`src/rtl/lane_cmp_pkg.sv`:
```
package lane_cmp_pkg;
  // default geometry of the comparator
  localparam int DEF_NIB_W   = 4;
  localparam int DEF_NUM_NIB = 4;

  // per-nibble relation of a versus b
  typedef struct packed {
    logic eq;
    logic gt;
  } nib_rel_t;
endpackage

```
`src/rtl/lane_nibble_cmp.sv`:
```
module lane_nibble_cmp
  import lane_cmp_pkg::*;
#(
  parameter int NIB_W   = DEF_NIB_W,
  parameter int NUM_NIB = DEF_NUM_NIB
) (
  input  logic [NIB_W*NUM_NIB-1:0] a_i,
  input  logic [NIB_W*NUM_NIB-1:0] b_i,
  output logic [NUM_NIB-1:0]       eq_o,
  output logic [NUM_NIB-1:0]       gt_o
);
  for (genvar i = 0; i < NUM_NIB; i++) begin : g_nib
    nib_rel_t rel;
    always_comb begin
      rel.eq = (a_i[i*NIB_W +: NIB_W] == b_i[i*NIB_W +: NIB_W]);
      rel.gt = (a_i[i*NIB_W +: NIB_W] >  b_i[i*NIB_W +: NIB_W]);
    end
    assign eq_o[i] = rel.eq;
    assign gt_o[i] = rel.gt;
  end
endmodule

```
`src/rtl/lane_cascade.sv`:
```
module lane_cascade #(
  parameter int NUM_NIB = 4
) (
  input  logic [NUM_NIB-1:0] nib_eq_i,
  input  logic [NUM_NIB-1:0] nib_gt_i,
  input  logic [NUM_NIB-2:0] brk_i,
  output logic [NUM_NIB-1:0] acc_eq_o,
  output logic [NUM_NIB-1:0] acc_gt_o
);
  // accumulate from the top nibble of each lane downward;
  // the value at a lane-start nibble covers the whole lane
  for (genvar i = 0; i < NUM_NIB; i++) begin : g_n
    logic ceq;
    logic cgt;
    if (i == NUM_NIB-1) begin : g_top
      assign ceq = nib_eq_i[i];
      assign cgt = nib_gt_i[i];
    end else begin : g_mid
      assign ceq = brk_i[i] ? nib_eq_i[i] : (g_n[i+1].ceq & nib_eq_i[i]);
      assign cgt = brk_i[i] ? nib_gt_i[i]
                            : (g_n[i+1].cgt | (g_n[i+1].ceq & nib_gt_i[i]));
    end
    assign acc_eq_o[i] = ceq;
    assign acc_gt_o[i] = cgt;
  end
endmodule

```
`src/rtl/lane_select.sv`:
```
module lane_select #(
  parameter int NIB_W   = 4,
  parameter int NUM_NIB = 4
) (
  input  logic [NIB_W*NUM_NIB-1:0] a_i,
  input  logic [NIB_W*NUM_NIB-1:0] b_i,
  input  logic [NUM_NIB-2:0]       brk_i,
  input  logic [NUM_NIB-1:0]       sel_i,
  output logic [NIB_W*NUM_NIB-1:0] mux_o
);
  // each nibble inherits the select bit of the nibble that opens its lane
  for (genvar i = 0; i < NUM_NIB; i++) begin : g_n
    logic lsel;
    if (i == 0) begin : g_first
      assign lsel = sel_i[0];
    end else begin : g_rest
      assign lsel = brk_i[i-1] ? sel_i[i] : g_n[i-1].lsel;
    end
    assign mux_o[i*NIB_W +: NIB_W] = lsel ? a_i[i*NIB_W +: NIB_W]
                                          : b_i[i*NIB_W +: NIB_W];
  end
endmodule

```
`src/rtl/lane_cmp.sv`:
```
module lane_cmp
  import lane_cmp_pkg::*;
#(
  parameter int NIB_W   = DEF_NIB_W,
  parameter int NUM_NIB = DEF_NUM_NIB
) (
  input  logic [NIB_W*NUM_NIB-1:0] a_i,
  input  logic [NIB_W*NUM_NIB-1:0] b_i,
  input  logic [NUM_NIB-2:0]       brk_i,
  input  logic [NUM_NIB-1:0]       sel_i,
  output logic [NUM_NIB-1:0]       eq_o,
  output logic [NUM_NIB-1:0]       ne_o,
  output logic [NUM_NIB-1:0]       lt_o,
  output logic [NUM_NIB-1:0]       le_o,
  output logic [NUM_NIB-1:0]       gt_o,
  output logic [NUM_NIB-1:0]       ge_o,
  output logic [NIB_W*NUM_NIB-1:0] mux_o
);
  logic [NUM_NIB-1:0] nib_eq;
  logic [NUM_NIB-1:0] nib_gt;
  logic [NUM_NIB-1:0] acc_eq;
  logic [NUM_NIB-1:0] acc_gt;
  logic [NUM_NIB-1:0] lane_start;

  lane_nibble_cmp #(.NIB_W(NIB_W), .NUM_NIB(NUM_NIB)) u_nib (
    .a_i  (a_i),
    .b_i  (b_i),
    .eq_o (nib_eq),
    .gt_o (nib_gt)
  );

  lane_cascade #(.NUM_NIB(NUM_NIB)) u_casc (
    .nib_eq_i (nib_eq),
    .nib_gt_i (nib_gt),
    .brk_i    (brk_i),
    .acc_eq_o (acc_eq),
    .acc_gt_o (acc_gt)
  );

  lane_select #(.NIB_W(NIB_W), .NUM_NIB(NUM_NIB)) u_sel (
    .a_i   (a_i),
    .b_i   (b_i),
    .brk_i (brk_i),
    .sel_i (sel_i),
    .mux_o (mux_o)
  );

  // nibble 0 always opens a lane; a boundary opens the next one
  assign lane_start = {brk_i, 1'b1};

  always_comb begin
    eq_o = lane_start &  acc_eq;
    ne_o = lane_start & ~acc_eq;
    gt_o = lane_start &  acc_gt;
    lt_o = lane_start & ~acc_gt & ~acc_eq;
    le_o = lane_start & ~acc_gt;
    ge_o = lane_start & (acc_gt | acc_eq);
  end
endmodule

```
`config.mk`:
```
export PLATFORM = sky130hd
export DESIGN_NAME = lane_cmp
export DESIGN_NICKNAME = d
export VERILOG_FILES = /design/src/rtl/lane_cmp_pkg.sv /design/src/rtl/lane_nibble_cmp.sv /design/src/rtl/lane_cascade.sv /design/src/rtl/lane_select.sv /design/src/rtl/lane_cmp.sv
export SDC_FILE = /design/constraint.sdc
export NUM_CORES = 1
export LEC_CHECK = 0
export ABC_CLOCK_PERIOD_IN_PS = 2100
export CORE_MARGIN = 5
export CORE_UTILIZATION = 31
export DETAILED_ROUTE_END_ITERATION = 12
export PLACE_DENSITY = 0.82
export SYNTH_ARGS = -nofsm -noshare
export SYNTH_HDL_FRONTEND = slang
export SYNTH_SLANG_ARGS = --single-unit
```
`constraint.sdc`:
```
create_clock -name vclk -period 2.1
set_input_delay 0.42 -clock vclk [all_inputs]
set_output_delay 0.42 -clock vclk [all_outputs]
set_load 0.01 [all_outputs]
```
==> metrics.csv <==
metric,value,unit
Tmin final,2.41,ns
Critical Path AT,1.99,ns
largest net degree at the start of global routing,12,
total vias in the final route,1363,
main area contributors after synthesis,"ha_1, mux2_2, inv_1",
Finished Layout Cells,258,
Via-to-Cell Ratio,5.28,
Slew HR,79.1,%
final setup vio count,22,
setup_tns,-3.34,ns
design area,0.00238,mm2
max_cap viols,0,
"worst slack, placed",-1.08,ns
most frequent CP cell,buf_6,
Peak Freq,0.415,GHz
Nets,284,
top-count cell post-synth,inv_1,
CP Depth,10,
global route total overflow,0,
total placed instance area,0.00196,mm2
post-synthesis cell area,930,um2
CP top delay family,compound AO/OA/AOI/OAI gates,
Post-Synth Adder-Cell Area,21.5,%
Synth Warn #,0,
remaining routing DRC violations,0,
top-area cell type share of the netlist area,21.5,%
cell row count,19,
Worst Max-Slew Pin Slew,0.314,ns
syn nets,177,
layout cells sized above 1,72.2,%
Ant. Diodes,0,
FF/Latch Area,0,um2
cell type with the largest total area after synthesis,ha_1,
clock buf count,0,
Compound-Gate Fraction of Synth Area,28.9,%
Yosys cell types,41,
die footprint,0.00419,mm2
Pins Over Slew Limit,0,
XOR/XNOR share of the synthesized area,0,%
Hold Path Class,input port to output port,
Placed Cells,244,
worst path bufs/invs,4,
antenna violations before repair,0,
Synth Area in Simple Gates,22.6,%
Setup CP Type,input port to output port,
gr usage total,19.6,%
Power Total,0.670,mW
failing checks,setup timing,
status,"complete, but fails checks",
crit path capture type,output port,
largest family of logic cells by synthesized area,compound AO/OA/AOI/OAI gates,
DR iter-0 viols,23,
RePlAce Congestion,0.810,
post-synthesis sequential area ratio,0,%
DIE HEIGHT,64.8,um
slowest cell on the critical path,o32a_1,
Worst setup SP type,input port,
fill count,156,
port bufs,79,
mux cell area share after synthesis,16.4,%
setup ws final,-0.311,ns
core area,0.00281,mm2
Routed Antenna Nets,0,
initial core utilization,33.1,%
IO Pins,79,
CP Max Fanout,3,
commonest cells in the netlist,"inv_1, ha_1, nor2_1",
"slowest stage delay, CP",0.36,ns
final sequential cell count,0,
worst-path cell chain,buf_6 -> inv_4 -> ha_4 -> and4_4 -> nor2b_4 -> nor2_2 -> o32a_1 -> buf_4 -> o211a_1 -> buf_6,
Static Leak,1.13,nW
post-DP HPWL,3240,um
number of global-route vias before repair,1475,
die width,64.8,um
Wirelength per Cell,17.2,um
Hold Fails Final Rpt,0,
first-pass GRT wire length,6800,um
unrepaired setup endpoints after global routing,true,
Mapped Cells,122,
hold path depth,3,
pwr dens,281,mW/mm2
Initial DRT Pass Iterations,4,
Final Cycle Share,115,%
Syn Area/Cell,7.62,um2
Critical Path RT,1.68,ns
P&R area growth vs syn,156,%
worst vdd ir,0.000154,V
Routed Wire Length,4440,um
-- cells in the final DEF, fill, tap and decap left out, types with 3 or more instances in the layout --
cell type | netlist | routed
o211a_1 | 3 | 3
nand2_1 | 5 | 5
nor2b_4 | 0 | 4
buf_8 | 0 | 10
a21o_1 | 3 | 3
a21oi_2 | 1 | 3
mux2_4 | 4 | 4
dlygate4sd2_1 | 0 | 15
mux2_2 | 7 | 7
buf_4 | 2 | 19
inv_4 | 0 | 10
and2_4 | 0 | 3
buf_2 | 0 | 13
clkdlybuf4s15_1 | 0 | 3
nor2_1 | 8 | 4
inv_1 | 19 | 3
ha_4 | 0 | 15
buf_6 | 0 | 41
inv_2 | 2 | 8
nor2_4 | 0 | 3
o21ai_0 | 6 | 5
clkdlybuf4s50_1 | 0 | 5
-- layer usage --
metal / GRT usage [%] / routed length, um / vias up / part of all wire, %
li1: - / - / 651 / -
met1: 19.3 / 1560 / 636 / 35
met2: 42.1 / 2420 / 66 / 55
met3: 4.66 / 371 / 10 / 8.4
met4: 0.792 / 83 / 0 / 1.9
met5: 0 / 0 / - / 0
-- cell families (layout without fill, tap and decap cells) --
| logic type | after synthesis | count (layout) |
|---|---|---|
| AO/OA/AOI/OAI | 33 | 33 |
| adder cells (fa/ha/maj) | 16 | 16 |
| AND/OR/NAND/NOR | 37 | 37 |
| buffers and inverters | 24 | 129 |
| multiplexers | 12 | 12 |
-- area by class of cell --
| cell class | count | area (um2) | area share, % |
|---|---|---|---|
| multi-input cells | 98 | 1190 | 49.8 |
| well taps | 31 | 38.8 | 1.63 |
| repair buffers | 108 | 1050 | 44.3 |
| inverters | 21 | 104 | 4.36 |
-- where the power goes --
group,leakage [nW],switching [mW],internal (mW)
registers,0,0,0
clock network,0,0,0
logic,1.13,0.285,0.385
-- tightest hold or removal path: stages --
cell and delay (ns):
buf_6 0.07, mux2_4 0.13, buf_6 0.09
-- final timing paths --
path | startpoint | to | slack, ns
max | b_i[10] | lt_o[0] | -0.31
min | a_i[12] | mux_o[12] | 1.14
-- through the flow --
stage          hold WS, ns  util [%]
2_1_floorplan        0.954         -
3_3_place_gp          1.87      69.8
3_5_place_dp          1.86      69.8
4_1_cts               1.14      79.8
5_1_grt               1.15      85.0
6_report              1.14      85.0
-- timing repair --
action                     CTS  global route
resized for setup          344            32
setup endpoints to repair   40            27
hold buffers                 0             0
pin swaps                   39            19
buffers inserted            13             5
Note: power is estimated with default switching activity, not from simulation.
